**config.mk**
```make
export PLATFORM = sky130hd
export DESIGN_NAME = fp_cmpsel
export DESIGN_NICKNAME = d
export VERILOG_FILES = /design/src/rtl/fpcs_pkg.sv /design/src/rtl/fpcs_decode.sv /design/src/rtl/fpcs_core.sv /design/src/rtl/fpcs_sticky.sv /design/src/rtl/fp_cmpsel.sv
export SDC_FILE = /design/constraint.sdc
export NUM_CORES = 1
export LEC_CHECK = 0
export CAP_MARGIN = 20
export CORE_MARGIN = 5
export CORE_UTILIZATION = 39
export DETAILED_ROUTE_END_ITERATION = 8
export HOLD_SLACK_MARGIN = 0.1
export PLACE_DENSITY = 0.91
export REMOVE_ABC_BUFFERS = 1
export SYNTH_ARGS = -nofsm -noshare
export SYNTH_HDL_FRONTEND = slang
export SYNTH_SLANG_ARGS = --single-unit
```
**constraint.sdc**
```tcl
create_clock -name clk -period 6.6 [get_ports clk]
set_input_delay 1.32 -clock clk [delete_from_list [all_inputs] [get_ports clk]]
set_output_delay 1.32 -clock clk [all_outputs]
set_load 0.03 [all_outputs]
```
**src/rtl/fpcs_pkg.sv**
```systemverilog
package fpcs_pkg;
  localparam int FP_W      = 32;
  localparam int MAN_W     = 23;
  localparam int EXP_W     = FP_W - MAN_W - 1;
  localparam int SIGN_BIT  = FP_W - 1;
  localparam int EXP_LSB   = MAN_W;
  localparam int QUIET_BIT = MAN_W - 1;
  localparam int FLAG_W    = 5;
  localparam int FLG_NV    = 0;
  localparam int CLASS_W   = 10;
  localparam int F7_W      = 7;
  localparam int F3_W      = 3;

  localparam logic [F7_W-1:0] F7_MINMAX = 7'b0010100;
  localparam logic [F7_W-1:0] F7_CMP    = 7'b1010000;
  localparam logic [F7_W-1:0] F7_SGN    = 7'b0010000;
  localparam logic [F7_W-1:0] F7_CLASS  = 7'b1110000;

  localparam logic [FP_W-1:0] CANON_NAN = 32'h7FC0_0000;

  typedef logic [FP_W-1:0] fp_word_t;

  typedef enum logic [3:0] {
    OP_MIN, OP_MAX, OP_FEQ, OP_FLT, OP_FLE,
    OP_SGNJ, OP_SGNJN, OP_SGNJX, OP_CLASS, OP_NONE
  } op_e;

  function automatic logic [EXP_W-1:0] exp_of(fp_word_t x);
    return x[SIGN_BIT-1:EXP_LSB];
  endfunction

  function automatic logic is_nan(fp_word_t x);
    return (&exp_of(x)) && (|x[MAN_W-1:0]);
  endfunction

  function automatic logic is_snan(fp_word_t x);
    return is_nan(x) && !x[QUIET_BIT];
  endfunction

  function automatic logic is_inf(fp_word_t x);
    return (&exp_of(x)) && !(|x[MAN_W-1:0]);
  endfunction

  function automatic logic is_zero(fp_word_t x);
    return !(|x[SIGN_BIT-1:0]);
  endfunction

  // subnormal -> signed zero
  function automatic fp_word_t flush(fp_word_t x);
    fp_word_t r;
    r = x;
    if (!(|exp_of(x))) r = {x[SIGN_BIT], {(FP_W-1){1'b0}}};
    return r;
  endfunction

  function automatic logic fp_lt(fp_word_t a, fp_word_t b);
    logic r;
    if (is_nan(a) || is_nan(b))            r = 1'b0;
    else if (is_zero(a) && is_zero(b))     r = 1'b0;
    else if (a[SIGN_BIT] != b[SIGN_BIT])   r = a[SIGN_BIT];
    else if (!a[SIGN_BIT])                 r = a[SIGN_BIT-1:0] < b[SIGN_BIT-1:0];
    else                                   r = a[SIGN_BIT-1:0] > b[SIGN_BIT-1:0];
    return r;
  endfunction

  function automatic logic fp_eq(fp_word_t a, fp_word_t b);
    return !is_nan(a) && !is_nan(b) && ((a == b) || (is_zero(a) && is_zero(b)));
  endfunction

  function automatic logic [CLASS_W-1:0] classify(fp_word_t x);
    logic [CLASS_W-1:0] m;
    logic s;
    m = '0;
    s = x[SIGN_BIT];
    if (is_inf(x))               m[s ? 0 : 7] = 1'b1;
    else if (is_nan(x))          m[x[QUIET_BIT] ? 9 : 8] = 1'b1;
    else if (is_zero(x))         m[s ? 3 : 4] = 1'b1;
    else if (!(|exp_of(x)))      m[s ? 2 : 5] = 1'b1;
    else                         m[s ? 1 : 6] = 1'b1;
    return m;
  endfunction
endpackage

```
**src/rtl/fpcs_decode.sv**
```systemverilog
module fpcs_decode
  import fpcs_pkg::*;
(
  input  logic [F7_W-1:0] funct7_i,
  input  logic [F3_W-1:0] funct3_i,
  output op_e             op_o,
  output logic            legal_o
);
  always_comb begin
    op_o = OP_NONE;
    unique case (funct7_i)
      F7_MINMAX: begin
        if (funct3_i == 3'b000)      op_o = OP_MIN;
        else if (funct3_i == 3'b001) op_o = OP_MAX;
      end
      F7_CMP: begin
        if (funct3_i == 3'b010)      op_o = OP_FEQ;
        else if (funct3_i == 3'b001) op_o = OP_FLT;
        else if (funct3_i == 3'b000) op_o = OP_FLE;
      end
      F7_SGN: begin
        if (funct3_i == 3'b000)      op_o = OP_SGNJ;
        else if (funct3_i == 3'b001) op_o = OP_SGNJN;
        else if (funct3_i == 3'b010) op_o = OP_SGNJX;
      end
      F7_CLASS: begin
        if (funct3_i == 3'b001)      op_o = OP_CLASS;
      end
      default: op_o = OP_NONE;
    endcase
    legal_o = (op_o != OP_NONE);
  end
endmodule

```
**src/rtl/fpcs_core.sv**
```systemverilog
module fpcs_core
  import fpcs_pkg::*;
(
  input  logic     clk,
  input  logic     rst_n,
  input  op_e      op_i,
  input  fp_word_t src_a_i,
  input  fp_word_t src_b_i,
  output fp_word_t result_o,
  output logic     nv_o
);
  fp_word_t fa, fb;
  logic     a_lt_b, b_lt_a, ab_eq;
  logic     a_nan, b_nan, any_snan;

  assign fa       = flush(src_a_i);
  assign fb       = flush(src_b_i);
  assign a_nan    = is_nan(fa);
  assign b_nan    = is_nan(fb);
  assign any_snan = is_snan(fa) || is_snan(fb);
  assign a_lt_b   = fp_lt(fa, fb);
  assign b_lt_a   = fp_lt(fb, fa);
  assign ab_eq    = fp_eq(fa, fb);

  always_comb begin
    result_o = '0;
    nv_o     = 1'b0;
    unique case (op_i)
      OP_MIN, OP_MAX: begin
        nv_o = any_snan;
        if (a_nan && b_nan)      result_o = CANON_NAN;
        else if (a_nan)          result_o = fb;
        else if (b_nan)          result_o = fa;
        else if (op_i == OP_MIN) result_o = a_lt_b ? fa : (b_lt_a ? fb : (fa[SIGN_BIT] ? fa : fb));
        else                     result_o = b_lt_a ? fa : (a_lt_b ? fb : (fa[SIGN_BIT] ? fb : fa));
      end
      OP_FEQ: begin
        nv_o     = any_snan;
        result_o = {{(FP_W-1){1'b0}}, ab_eq};
      end
      OP_FLT: begin
        nv_o     = a_nan || b_nan;
        result_o = {{(FP_W-1){1'b0}}, a_lt_b};
      end
      OP_FLE: begin
        nv_o     = a_nan || b_nan;
        result_o = {{(FP_W-1){1'b0}}, a_lt_b || ab_eq};
      end
      OP_SGNJ:  result_o = {fb[SIGN_BIT],               fa[SIGN_BIT-1:0]};
      OP_SGNJN: result_o = {~fb[SIGN_BIT],              fa[SIGN_BIT-1:0]};
      OP_SGNJX: result_o = {fa[SIGN_BIT] ^ fb[SIGN_BIT], fa[SIGN_BIT-1:0]};
      OP_CLASS: result_o = {{(FP_W-CLASS_W){1'b0}}, classify(fa)};
      default:  result_o = '0;
    endcase
  end

  // classify mask is one-hot and never names a subnormal class
  p_class_onehot_r7: assert property (@(posedge clk) disable iff (!rst_n)
    (op_i == OP_CLASS) |-> ($countones(result_o[CLASS_W-1:0]) == 1 &&
                            result_o[FP_W-1:CLASS_W] == '0 &&
                            !result_o[2] && !result_o[5]));

  // compares yield a pure boolean word
  p_cmp_bool_r5: assert property (@(posedge clk) disable iff (!rst_n)
    (op_i == OP_FEQ || op_i == OP_FLT || op_i == OP_FLE) |-> (result_o[FP_W-1:1] == '0));

  // min/max picks one of the flushed operands unless both are NaN
  p_minmax_pick_r3: assert property (@(posedge clk) disable iff (!rst_n)
    ((op_i == OP_MIN || op_i == OP_MAX) && !(a_nan && b_nan)) |-> (result_o == fa || result_o == fb));
endmodule

```
**src/rtl/fpcs_sticky.sv**
```systemverilog
module fpcs_sticky
  import fpcs_pkg::*;
(
  input  logic              clk,
  input  logic              rst_n,
  input  logic              set_en_i,
  input  logic [FLAG_W-1:0] set_bits_i,
  input  logic              clr_i,
  output logic [FLAG_W-1:0] flags_o
);
  logic [FLAG_W-1:0] flags_q;
  logic [FLAG_W-1:0] new_bits;

  assign new_bits = set_en_i ? set_bits_i : '0;
  assign flags_o  = flags_q;

  always_ff @(posedge clk or negedge rst_n) begin
    if (!rst_n)     flags_q <= '0;
    else if (clr_i) flags_q <= new_bits;
    else            flags_q <= flags_q | new_bits;
  end

  p_sticky_keep_r9: assert property (@(posedge clk) disable iff (!rst_n)
    !clr_i |=> ((flags_q & $past(flags_q)) == $past(flags_q)));

  p_hold_idle_r9: assert property (@(posedge clk) disable iff (!rst_n)
    (!clr_i && !set_en_i) |=> $stable(flags_q));

  p_clear_empty_r10: assert property (@(posedge clk) disable iff (!rst_n)
    (clr_i && !set_en_i) |=> (flags_q == '0));

  p_only_invalid_r8: assert property (@(posedge clk) disable iff (!rst_n)
    flags_q[FLAG_W-1:FLG_NV+1] == '0);
endmodule

```
**src/rtl/fp_cmpsel.sv**
```systemverilog
module fp_cmpsel
  import fpcs_pkg::*;
(
  input  logic        clk,
  input  logic        rst_n,
  input  logic        op_valid,
  input  logic [6:0]  funct7,
  input  logic [2:0]  funct3,
  input  logic [31:0] src_a,
  input  logic [31:0] src_b,
  input  logic        flag_clr,
  output logic [31:0] result,
  output logic        illegal_op,
  output logic [4:0]  fflags
);
  op_e               op_sel;
  logic              op_legal;
  fp_word_t          core_res;
  logic              core_nv;
  logic              flag_set_en;
  logic [FLAG_W-1:0] flag_set_bits;

  fpcs_decode u_dec (
    .funct7_i (funct7),
    .funct3_i (funct3),
    .op_o     (op_sel),
    .legal_o  (op_legal)
  );

  fpcs_core u_core (
    .clk      (clk),
    .rst_n    (rst_n),
    .op_i     (op_sel),
    .src_a_i  (src_a),
    .src_b_i  (src_b),
    .result_o (core_res),
    .nv_o     (core_nv)
  );

  always_comb begin
    flag_set_bits         = '0;
    flag_set_bits[FLG_NV] = core_nv;
  end
  assign flag_set_en = op_valid && op_legal;

  fpcs_sticky u_flags (
    .clk        (clk),
    .rst_n      (rst_n),
    .set_en_i   (flag_set_en),
    .set_bits_i (flag_set_bits),
    .clr_i      (flag_clr),
    .flags_o    (fflags)
  );

  assign result     = core_res;
  assign illegal_op = !op_legal;

  p_illegal_zero_r1: assert property (@(posedge clk) disable iff (!rst_n)
    illegal_op |-> (result == '0));
endmodule

```
# --- Word level (Yosys, flattened, before mapping) ---
# Index checks and enable logic that the tools add are counted.
op_classes:
  n_lt_le_gt_ge: 14
  n_eq_ne: 18
  n_mux: 53
  n_bitwise: 3
  n_reduce_logical: 41
ops:
  columns: ["operator", "count"]
  rows:
  - ["$mux 32", 10]
  - ["$pmux 32 s8", 1]
  - ["$ge 32x1->1 const B", 5]
  - ["$lt 32x6->1 const B", 5]
  - ["$gt 31x31->1", 2]
  - ["$lt 31x31->1", 2]
  - ["$mux 31", 2]
  - ["$reduce_or 31->1", 2]
  - ["$reduce_or 23->1", 2]
  - ["$mux 10", 4]
  - ["$eq 32x32->1", 1]
  - ["$mux 4", 8]
  - ["$reduce_or 8->1", 3]
  - ["$demux 1 s4", 5]
  - ["$eq 4x3->1 const B", 4]
  - ["$mux 1", 16]
  - ["$pmux 4 s4", 1]
  - ["$reduce_and 8->1", 2]
  - ["$logic_and 1x1->1", 15]
  - ["$eq 7x5->1 const B", 2]
  - ["$eq 7x7->1 const B", 2]
  - ["$mux 3", 4]
  - ["$eq 4x2->1 const B", 2]
  - ["$logic_not 1->1", 8]
  - ["other kinds (16)", 21]
word_totals:
  regBits: 5
  input_bits: 78
  output_inout_bits: 38
  word_cells: 130

# --- Logic depth before layout (Yosys ltp) ---
# Gate-level depths: netlist of the first run.
depth:
  depth_word: 14
  mapped_depth: 19

# --- By module ---
# Synthesis of the first run repeated with hierarchy kept, for this count alone.
hier_totals:
  hier_cells: 396
  hier_area_um2: 2683.8
by_module_without_submodules:
  columns: ["module", "n_inst", "cells_per_inst", "area_each_um2", "seq_area_each_um2"]
  rows:
  - ["fpcs_core", 1, 353, 2343.5, 0.0]
  - ["fpcs_sticky", 1, 20, 187.7, 125.1]
  - ["fpcs_decode", 1, 20, 138.9, 0.0]
  - ["fp_cmpsel", 1, 3, 13.8, 0.0]

# --- Least setup slack after synthesis of the first run ---
# OpenSTA, ideal clock, no wires.
synth_path:
  path_type: "input to output"
  start: "input src_a[24]"
  end: "output result[4]"
  t_arrival_ns: 5.914
  setup_slack_ns: -0.634
  path_stages: 17
  path_buffers: 4
  path_cell_list: "or4_1 > clkbuf_1 > or2_1 > buf_6 > clkbuf_1 > clkbuf_1 > and2_1 > ha_1 > a21o_1 > a21o_1 > nor3_1 > a21oi_1 > nor3_1 > and3_4 > mux2i_1 > a311oi_4 > o311ai_0"
synth_via:
  elab_chain_len: 14
  word_cells_on_any_way: 46
  classes_between: "order compare: 6; mux: 27; reduce/logical: 13"
synth_rtl:
  columns: ["element", "line_no", "text"]
  rows:
  - ["from (decl)", "fp_cmpsel.sv:9", "input logic [31:0] src_a,"]
  - ["$reduce_or 8->1", "fpcs_pkg.sv:52", "if (!(|exp_of(x))) r = {x[SIGN_BIT], {(FP_W-1){1'b0}}};"]
  - ["$mux 31 *", "fpcs_pkg.sv:52", null]
  - ["$lt 31x31->1, or another cell as far along", "fpcs_pkg.sv:61", "else if (!a[SIGN_BIT]) r = a[SIGN_BIT-1:0] < b[SIGN_BIT-1:0];"]
  - ["$mux 1 or $logic_not 1->1 (tied branches)", null, null]
  - ["$mux 1 or $logic_and 1x1->1 (tied branches)", "fpcs_pkg.sv:60, fpcs_pkg.sv:59", null]
  - ["$mux 1", "fpcs_pkg.sv:59", "else if (is_zero(a) && is_zero(b)) r = 1'b0;"]
  - ["$mux 1", "fpcs_pkg.sv:58", "if (is_nan(a) || is_nan(b)) r = 1'b0;"]
  - ["$mux 32 (on tied branches) (2 in series)", "fpcs_core.sv:35, fpcs_core.sv:34", null]
  - ["$mux 32", "fpcs_core.sv:34", "else if (op_i == OP_MIN) result_o = a_lt_b ? fa : (b_lt_a ? fb : (fa[SIGN_BIT] ? fa : fb));"]
  - ["$mux 32", "fpcs_core.sv:33", "else if (b_nan) result_o = fa;"]
  - ["$mux 32", "fpcs_core.sv:32", "else if (a_nan) result_o = fb;"]
  - ["$mux 32", "fpcs_core.sv:31", "if (a_nan && b_nan) result_o = CANON_NAN;"]
  - ["$pmux 32 s8 *", "fpcs_core.sv:28", "unique case (op_i)"]
  - ["to (decl)", "fp_cmpsel.sv:12", "output logic [31:0] result,"]
# Every way passes the cells marked *; elsewhere a longest branch is shown, timed or not.

# --- Worst setup path after layout of the first run ---
layout_path:
  start: "input src_a[26]"
  end: "output result[7]"
# The elaborated chain is that of the path after synthesis.

==> results of run 1 <==
==> report_power, final <==
group	leakage [uW]	switching (uW)	internal [uW]	total, uW
logic	0.00187	104	107	211
registers	0.0000140	0.00000561	6.24	6.24
clock network	0	0	0	0
total	0.00189	104	113	217
==> synthesized netlist by cell type, types with 3 or more instances <==
cell / count
nor3_1: 12
a22o_1: 5
nand2_1: 43
buf_6: 3
o221ai_1: 4
xnor2_1: 4
or4_1: 4
o21ai_0: 21
and3_1: 3
a21o_1: 3
mux2i_1: 3
a32o_1: 14
nand4_1: 15
a31oi_1: 4
nand3_1: 6
clkbuf_1: 23
buf_4: 5
a221o_1: 4
nor2_1: 19
ha_1: 29
nor4_1: 17
o2bb2ai_1: 5
a21boi_0: 3
o21ai_1: 4
a21oi_1: 23
and2_1: 19
inv_1: 20
==> layout make-up <==
cell class,instances,area share
Inverter,21,0.01829
Multi-Input combinational cell,315,0.5620
Sequential cell,1,0.005806
Tap cell,75,0.02177
Timing Repair Buffer,182,0.3922
==> metal layers <==
layer | vias to the layer above | GRT usage
met5 | - | 0
met4 | 0 | 0.08516
met3 | 65 | 0.03410
met2 | 282 | 0.4737
met1 | 1787 | 0.3352
li1 | 1726 | -
==> cell families (layout without fill, tap and decap cells) <==
group | after synthesis | count (layout)
AO/OA/AOI/OAI | 122 | 122
XOR/XNOR | 5 | 5
multiplexers | 3 | 3
buffers and inverters | 54 | 203
adder cells (fa/ha/maj) | 31 | 31
other | 1 | 4
flip-flops | 1 | 1
AND/OR/NAND/NOR | 149 | 150
==> per-stage QoR <==
stage	utilization	power (uW)
floorplan	-	83.04
finish	0.7195	216.9
global route	0.7195	230.7
global placement	0.6418	180.8
CTS	0.6706	193.6
detailed placement	0.6418	186.3
==> how the worst max path moves through the flow <==
stage / from / end / slack (ns)
after floorplan: src_a[28] / result[4] / -0.54
after global placement: src_a[28] / result[4] / -0.48
after detailed placement: src_a[28] / result[12] / -0.60
after CTS: src_a[27] / result[12] / -0.004
after global routing: src_a[26] / result[7] / -0.27
final: src_a[26] / result[7] / -0.15
==> worst reg2reg max path: stages (launching register included) <==
cell	delay (ns)
dfrtp_1	0.35
inv_1	0.05
o32ai_1	0.07
==> timing repair <==
item,in CTS,in global routing
hold endpoints to repair,0,0
endpoints found under the setup margin,32,31
gates resized for setup,41,77
gates cloned,2,0
setup buffers,6,7
pin swaps,23,32
==> layout by cell type (no fill, tap or decap), types with 4 or more instances in the layout <==
cell type	Yosys	layout
a22o_1	5	5
a21oi_1	23	21
inv_1	20	20
a32o_1	14	7
ha_4	0	6
buf_4	5	64
a31oi_1	4	4
and2_4	0	4
nor4_1	17	13
o21ai_0	21	17
o221ai_1	4	4
nor2_1	19	18
nand3_1	6	6
o21ai_1	4	7
nor3_1	12	10
ha_1	29	23
conb_1	1	4
xnor2_1	4	4
clkbuf_2	0	6
a32o_2	0	7
clkdlybuf4s50_1	0	71
nand2_1	43	40
and2_1	19	15
buf_6	3	39
a221o_1	4	4
nand4_1	15	15
==> results by group, run 1 <==
Finish
  • Number of non-filler instances in the completed layout: 594
  • Footprint of the multi-input gates: 2422 um2
  • Layout cell share with drive strength beyond 1: 0.3121
  • Diode count: 0
  • Area grow syn2layout: 77.58%
  • Largest register FFs: 1
  • Finished layout cell area: 4310 um2
  • Storage element area: 25.02 um2
  • # fillers: 444
  • # nets final: 628

Synth
  • FFs w/ async S/R, synth: 1.000
  • Number of library cell types mapped by synthesis: 68
  • Adder-cell share of the synthesized area: 0.1577
  • Dominant cells by area after synthesis: ha_1 15%, nand2_1 6.6%, a32o_1 5.8%, and2_1 4.9%, a21oi_1 4.7%
  • Register area share after synthesis: 0.01031
  • Area fraction in compound gates after synthesis: 0.3799
  • Post-Syn Area: 2427 um2
  • Largest area contributor in the synthesized netlist: ha_1
  • Combinational family with the most area after synthesis: compound AO/OA/AOI/OAI gates
  • Synth top area share: 0.1495
  • Simple logic cell fraction of the synthesized area: 0.3191
  • Avg Synthesized Cell Area: 6.632 um2
  • Proportion of synthesized area in mux cells: 0.01237
  • Synth warn: 0
  • Post-synth EDFFs: 0
  • Ys flop type: dfrtp_1
  • Post-Synthesis Cells: 366
  • XOR/XNOR Fraction of Synth Area: 0.01804
  • FF+latch count, synth: 1

Drt
  • Highest Signal Layer: met4
  • WL met1: 4478 um
  • Drt pass-1 iters: 5
  • 1st-iter DRT viols: 497
  • WL final: 11880 um
  • Routed length per instance: 20.00 um
  • Routed wl met3: 1170 um
  • Via-to-Cell Ratio: 6.498
  • WL met2: 5714 um
  • # DRC: 0
  • ANT nets after route: 0
  • Vias: 3860

Place
  • DP Area: 3845 um2
  • DP Worst Slack: -0.5999 ns
  • Placer Congestion: 0.9962
  • Placed cells: 580
  • IO buf count: 111
  • Post-detail-place hpwl: 8683 um

GRT
  • GRT Total Usage: 0.2678
  • Largest net degree at the start of global routing: 14
  • Gr ovfl total: 0
  • Vias in the first global route: 3637
  • Antenna violations before repair: 0
  • First-pass GRT wire length: 17190 um

STA
  • Final hold vios: 0
  • Post-Route Skew: 0 ns
  • RSZ-0062 raised after global routing: yes
  • Setup TNS: -2.309 ns
  • Relative slew slack: 0.4926
  • Max Freq: 148.2 MHz
  • Hold slack final: 0.5309 ns
  • Worst-margin pin slew: 0.7552 ns
  • Final period utilization: 1.023
  • PnR worst setup slack: -0.1496 ns
  • Tmin final: 6.750 ns
  • Final setup violation count: 25
  • Final slew viol count: 0

Floorplanning
  • Die Wd: 88.89 um
  • Core footprint: 5991 um2
  • Row count: 28
  • I/O pin cnt: 116
  • Die height: 88.89 um
  • Starting density of the core: 0.4052
  • Die area: 7901 um2

Hold path
  • Hold endpoint: u_flags.flags_o[0]$_DFF_PN0_
  • Hold WC Path Type: flip-flop to flip-flop
  • HP Start: u_flags.flags_o[0]$_DFF_PN0_
  • Hold Path Depth: 2

Critical path
  • Crit path max-delay family: simple AND/OR/NAND/NOR gates
  • Register-to-Register Path Depth: 2
  • WP data required: 5.28 ns
  • Crit path DAT: 5.43 ns
  • R2R Path End: u_flags.flags_o[0]$_DFF_PN0_
  • Crit-path max FO: 6
  • Most common cell on crit path: buf_6
  • RR Startpoint: u_flags.flags_o[0]$_DFF_PN0_
  • Worst Path Buf+Inv: 4
  • Critical path endpoint category: output port
  • CP max stage cell: or4_4
  • Critical Path, Cell by Cell: buf_6 -> or4_4 -> or2_4 -> buf_6 -> and2_4 -> ha_4 -> nand4_1 -> nor4_2 -> and3_1 -> o2111ai_2 -> and3_4 -> mux2i_4 -> a311oi_4 -> o21ai_4 -> buf_6 -> a221o_1 -> buf_6
  • Reg2Reg Setup Slack: 5.99 ns
  • Setup crit start kind: input port
  • Crit path kind: input port to output port
  • Levels on crit path: 17
  • Slowest stage delay, CP: 0.55 ns

Run
  • Max-Cap Viols: 0

Status
  • Violations in the final reports: setup timing
  • Outcome: complete, but fails checks

Clock network
  • Hold-fix buffers at CTS: 0
  • Clock latency on the worst-skew pair: 0 ns
  • Clock transition at path regs: 0 ns

Pwr
  • Peak supply drop: 33.01 uV
  • Power Dens Cells: 50.31 nW/um2
  • Leak: 0.001886 uW
(Power assumes the default switching activity.)
==> inputs of run 2 (changes only) <==
- CORE_MARGIN: 5 -> not set
- CORE_UTILIZATION: 39 -> 46
- CTS_BUF_LIST: not set -> sky130_fd_sc_hd__clkbuf_16
- PLACE_DENSITY: 0.91 -> 0.95
- clock period: 6.6 -> 7.99 ns (I/O delays scaled with it)
==> run 2 against run 1 <==
Compared with the run above: the flow now finishes without violations; critical endpoint is now result[15]; combinational power is 33% lower; sequential share of layout area rose by 0.12 points; cell count fell by 9.9%; design area down 18%; sequential power shrank 17%.
==> results by group, run 2 (same netlist as run 1, synthesis figures left out) <==
Finish
  • Finished layout cell area: 3547 um2 (was 4310 um2)
  • Diode count: 0 (unchanged)
  • Layout cell share with drive strength beyond 1: 0.1398 (was 0.3121)
  • Area grow syn2layout: 46.13% (was 77.58%)
  • Most common cell after layout, fill and taps aside: clkdlybuf4s50_1 (unchanged)
  • # nets final: 574 (was 628)
  • Number of non-filler instances in the completed layout: 535 (was 594)
  • Largest register FFs: 1 (unchanged)
  • Most frequent cells in the layout: 80 x clkdlybuf4s50_1, 49 x buf_4, 43 x nand2_1, 29 x ha_1, 23 x a21oi_1 (was 71 x clkdlybuf4s50_1, 64 x buf_4, 40 x nand2_1, 39 x buf_6, 23 x ha_1)

Drt
  • Routed wl met3: 734 um (was 1170 um)
  • Highest Signal Layer: met4 (unchanged)
  • Drt pass-1 iters: 5 (unchanged)
  • WL final: 9175 um (was 11880 um)
  • WL met1: 3888 um (was 4478 um)
  • Via-to-Cell Ratio: 6.413 (was 6.498)
  • Routed length per instance: 17.15 um (was 20.00 um)
  • 1st-iter DRT viols: 260 (was 497)
  • WL met2: 4377 um (was 5714 um)
  • ANT nets after route: 0 (unchanged)
  • Vias: 3431 (was 3860)
  • # DRC: 0 (unchanged)

GRT
  • GRT Total Usage: 0.3222 (was 0.2678)
  • Gr ovfl total: 0 (unchanged)
  • Vias in the first global route: 2975 (was 3637)
  • First-pass GRT wire length: 14150 um (was 17190 um)
  • Largest net degree at the start of global routing: 25 (was 14)
  • Antenna violations before repair: 0 (unchanged)

Floorplanning
  • Starting density of the core: 0.4753 (was 0.4052)
  • Row count: 26 (was 28)
  • Die height: 74.64 um (was 88.89 um)
  • Core footprint: 5107 um2 (was 5991 um2)
  • I/O pin cnt: 116 (unchanged)
  • Die area: 5571 um2 (was 7901 um2)
  • Die Wd: 74.64 um (was 88.89 um)

Status
  • Outcome: finished clean (was complete, but fails checks)

Hold path
  • Hold WC Path Type: flip-flop to flip-flop (unchanged)
  • HP Start: u_flags.flags_o[0]$_DFF_PN0_ (unchanged)

Place
  • IO buf count: 111 (unchanged)
  • Post-detail-place hpwl: 7539 um (was 8683 um)
  • DP Worst Slack: -0.1340 ns (was -0.5999 ns)
  • Placer Congestion: 0.9808 (was 0.9962)
  • Placed cells: 535 (was 580)
  • DP Area: 3528 um2 (was 3845 um2)

Critical path
  • WP data required: 6.39 ns (was 5.28 ns)
  • Critical path endpoint category: output port (unchanged)
  • RR Startpoint: u_flags.flags_o[0]$_DFF_PN0_ (unchanged)
  • Setup crit start kind: input port (unchanged)
  • Crit path kind: input port to output port (unchanged)
  • Crit path DAT: 6.18 ns (was 5.43 ns)
  • Crit-path max FO: 24 (was 6)
  • Crit path from: src_a[28] (was src_a[26])

Clock network
  • Clock transition at path regs: 0 ns (about the same)
  • Hold-fix buffers at CTS: 0 (unchanged)
  • Clock latency on the worst-skew pair: 0 ns (about the same)

Pwr
  • Sw frac: 0.4832 (was 0.4786)
  • Comb pwr share: 0.965 (was 0.971)
  • Switching power: 70.44 uW (was 103.8 uW)
  • Leak: 0.001491 uW (was 0.001886 uW)
  • Power Dens Cells: 41.10 nW/um2 (was 50.31 nW/um2)
  • Power share of the clock group: 0 (about the same)
  • Sequential power share: 0.035 (was 0.029)
  • Int Power: 75.33 uW (was 113.1 uW)
  • Peak supply drop: 32.92 uV (was 33.01 uV)
  • PnR Total Power: 145.8 uW (was 216.9 uW)

STA
  • Max Freq: 128.6 MHz
  • Worst-margin pin slew: 0.6174 ns (was 0.7552 ns)
  • Tmin final: 7.777 ns
  • Setup TNS: 0 ns (was -2.309 ns)
  • PnR worst setup slack: 0.2129 ns (was -0.1496 ns)
  • Final hold vios: 0 (unchanged)
  • Final setup violation count: 0 (was 25)
  • Post-Route Skew: 0 ns (unchanged)
  • Relative slew slack: 0.5852 (was 0.4926)
  • Final slew viol count: 0 (unchanged)
  • Final period utilization: 0.9734
  • RSZ-0062 raised after global routing: no (was yes)

Run
  • Max-Cap Viols: 0 (unchanged)
run 2: layout make-up:
cell class              count  area, um2
fillers                   416       1560
repair buffers            129       1169
multi-input cells         314       2187
inverters                  21      78.83
flip-flops and latches      1      25.02
well taps                  70      87.58
run 2: power by group through the flow:
stage               Sequential (uW)  Combinational, uW  Clock, uW
floorplan                      5.16               63.4          0
global placement               5.16                133          0
detailed placement             5.16                136          0
CTS                            5.16                137          0
global route                   5.16                152          0
finish                         5.16                141          0
run 2: worst paths after layout:
path | to | slack [ns] | depth (start not counted)
worst max-delay path | result[15] | 0.21 | 16
worst min-delay path | u_flags.flags_o[0]$_DFF_PN0_ | 0.52 | 2
worst max register to register | u_flags.flags_o[0]$_DFF_PN0_ | 7.39 | 2
worst min register to register | u_flags.flags_o[0]$_DFF_PN0_ | 0.52 | 2
max in group asynchronous | u_flags.flags_o[0]$_DFF_PN0_ | 6.14 | 1
min in group asynchronous | u_flags.flags_o[0]$_DFF_PN0_ | 1.75 | 1
run 2: worst max-delay path, cell delays in order:
cell	delay [ns]
clkdlybuf4s50_1	0.47
or4_1	0.61
or2_4	0.38
and2_1	0.26
ha_1	0.34
nand4_1	0.16
nor4_2	0.31
and3_1	0.23
o2111ai_1	0.19
and3_4	0.25
a221oi_2	0.37
a31oi_2	0.08
o2111a_2	0.37
buf_4	0.19
a32o_1	0.20
buf_4	0.17
run 2: stage by stage:
stage | util | hold slack (ns)
detailed placement | 0.6908 | 0.5302
global placement | 0.6908 | 0.5268
floorplan | - | 0.6687
global route | 0.6945 | 0.5767
finish | 0.6945 | 0.5248
CTS | 0.6913 | 0.5284
run 2: layer usage:
layer | track usage | up-vias
li1 | - | 1615
met1 | 0.4321 | 1586
met2 | 0.5776 | 216
met3 | 0.01473 | 14
met4 | 0.05660 | 0
met5 | 0 | -
run 2: timing repair:
action | 4_1_cts | 5_1_grt
hold endpoints to repair | 0 | 0
buffers inserted | 0 | 0
resized for setup | 2 | 5
setup endpoints to repair | 12 | 21
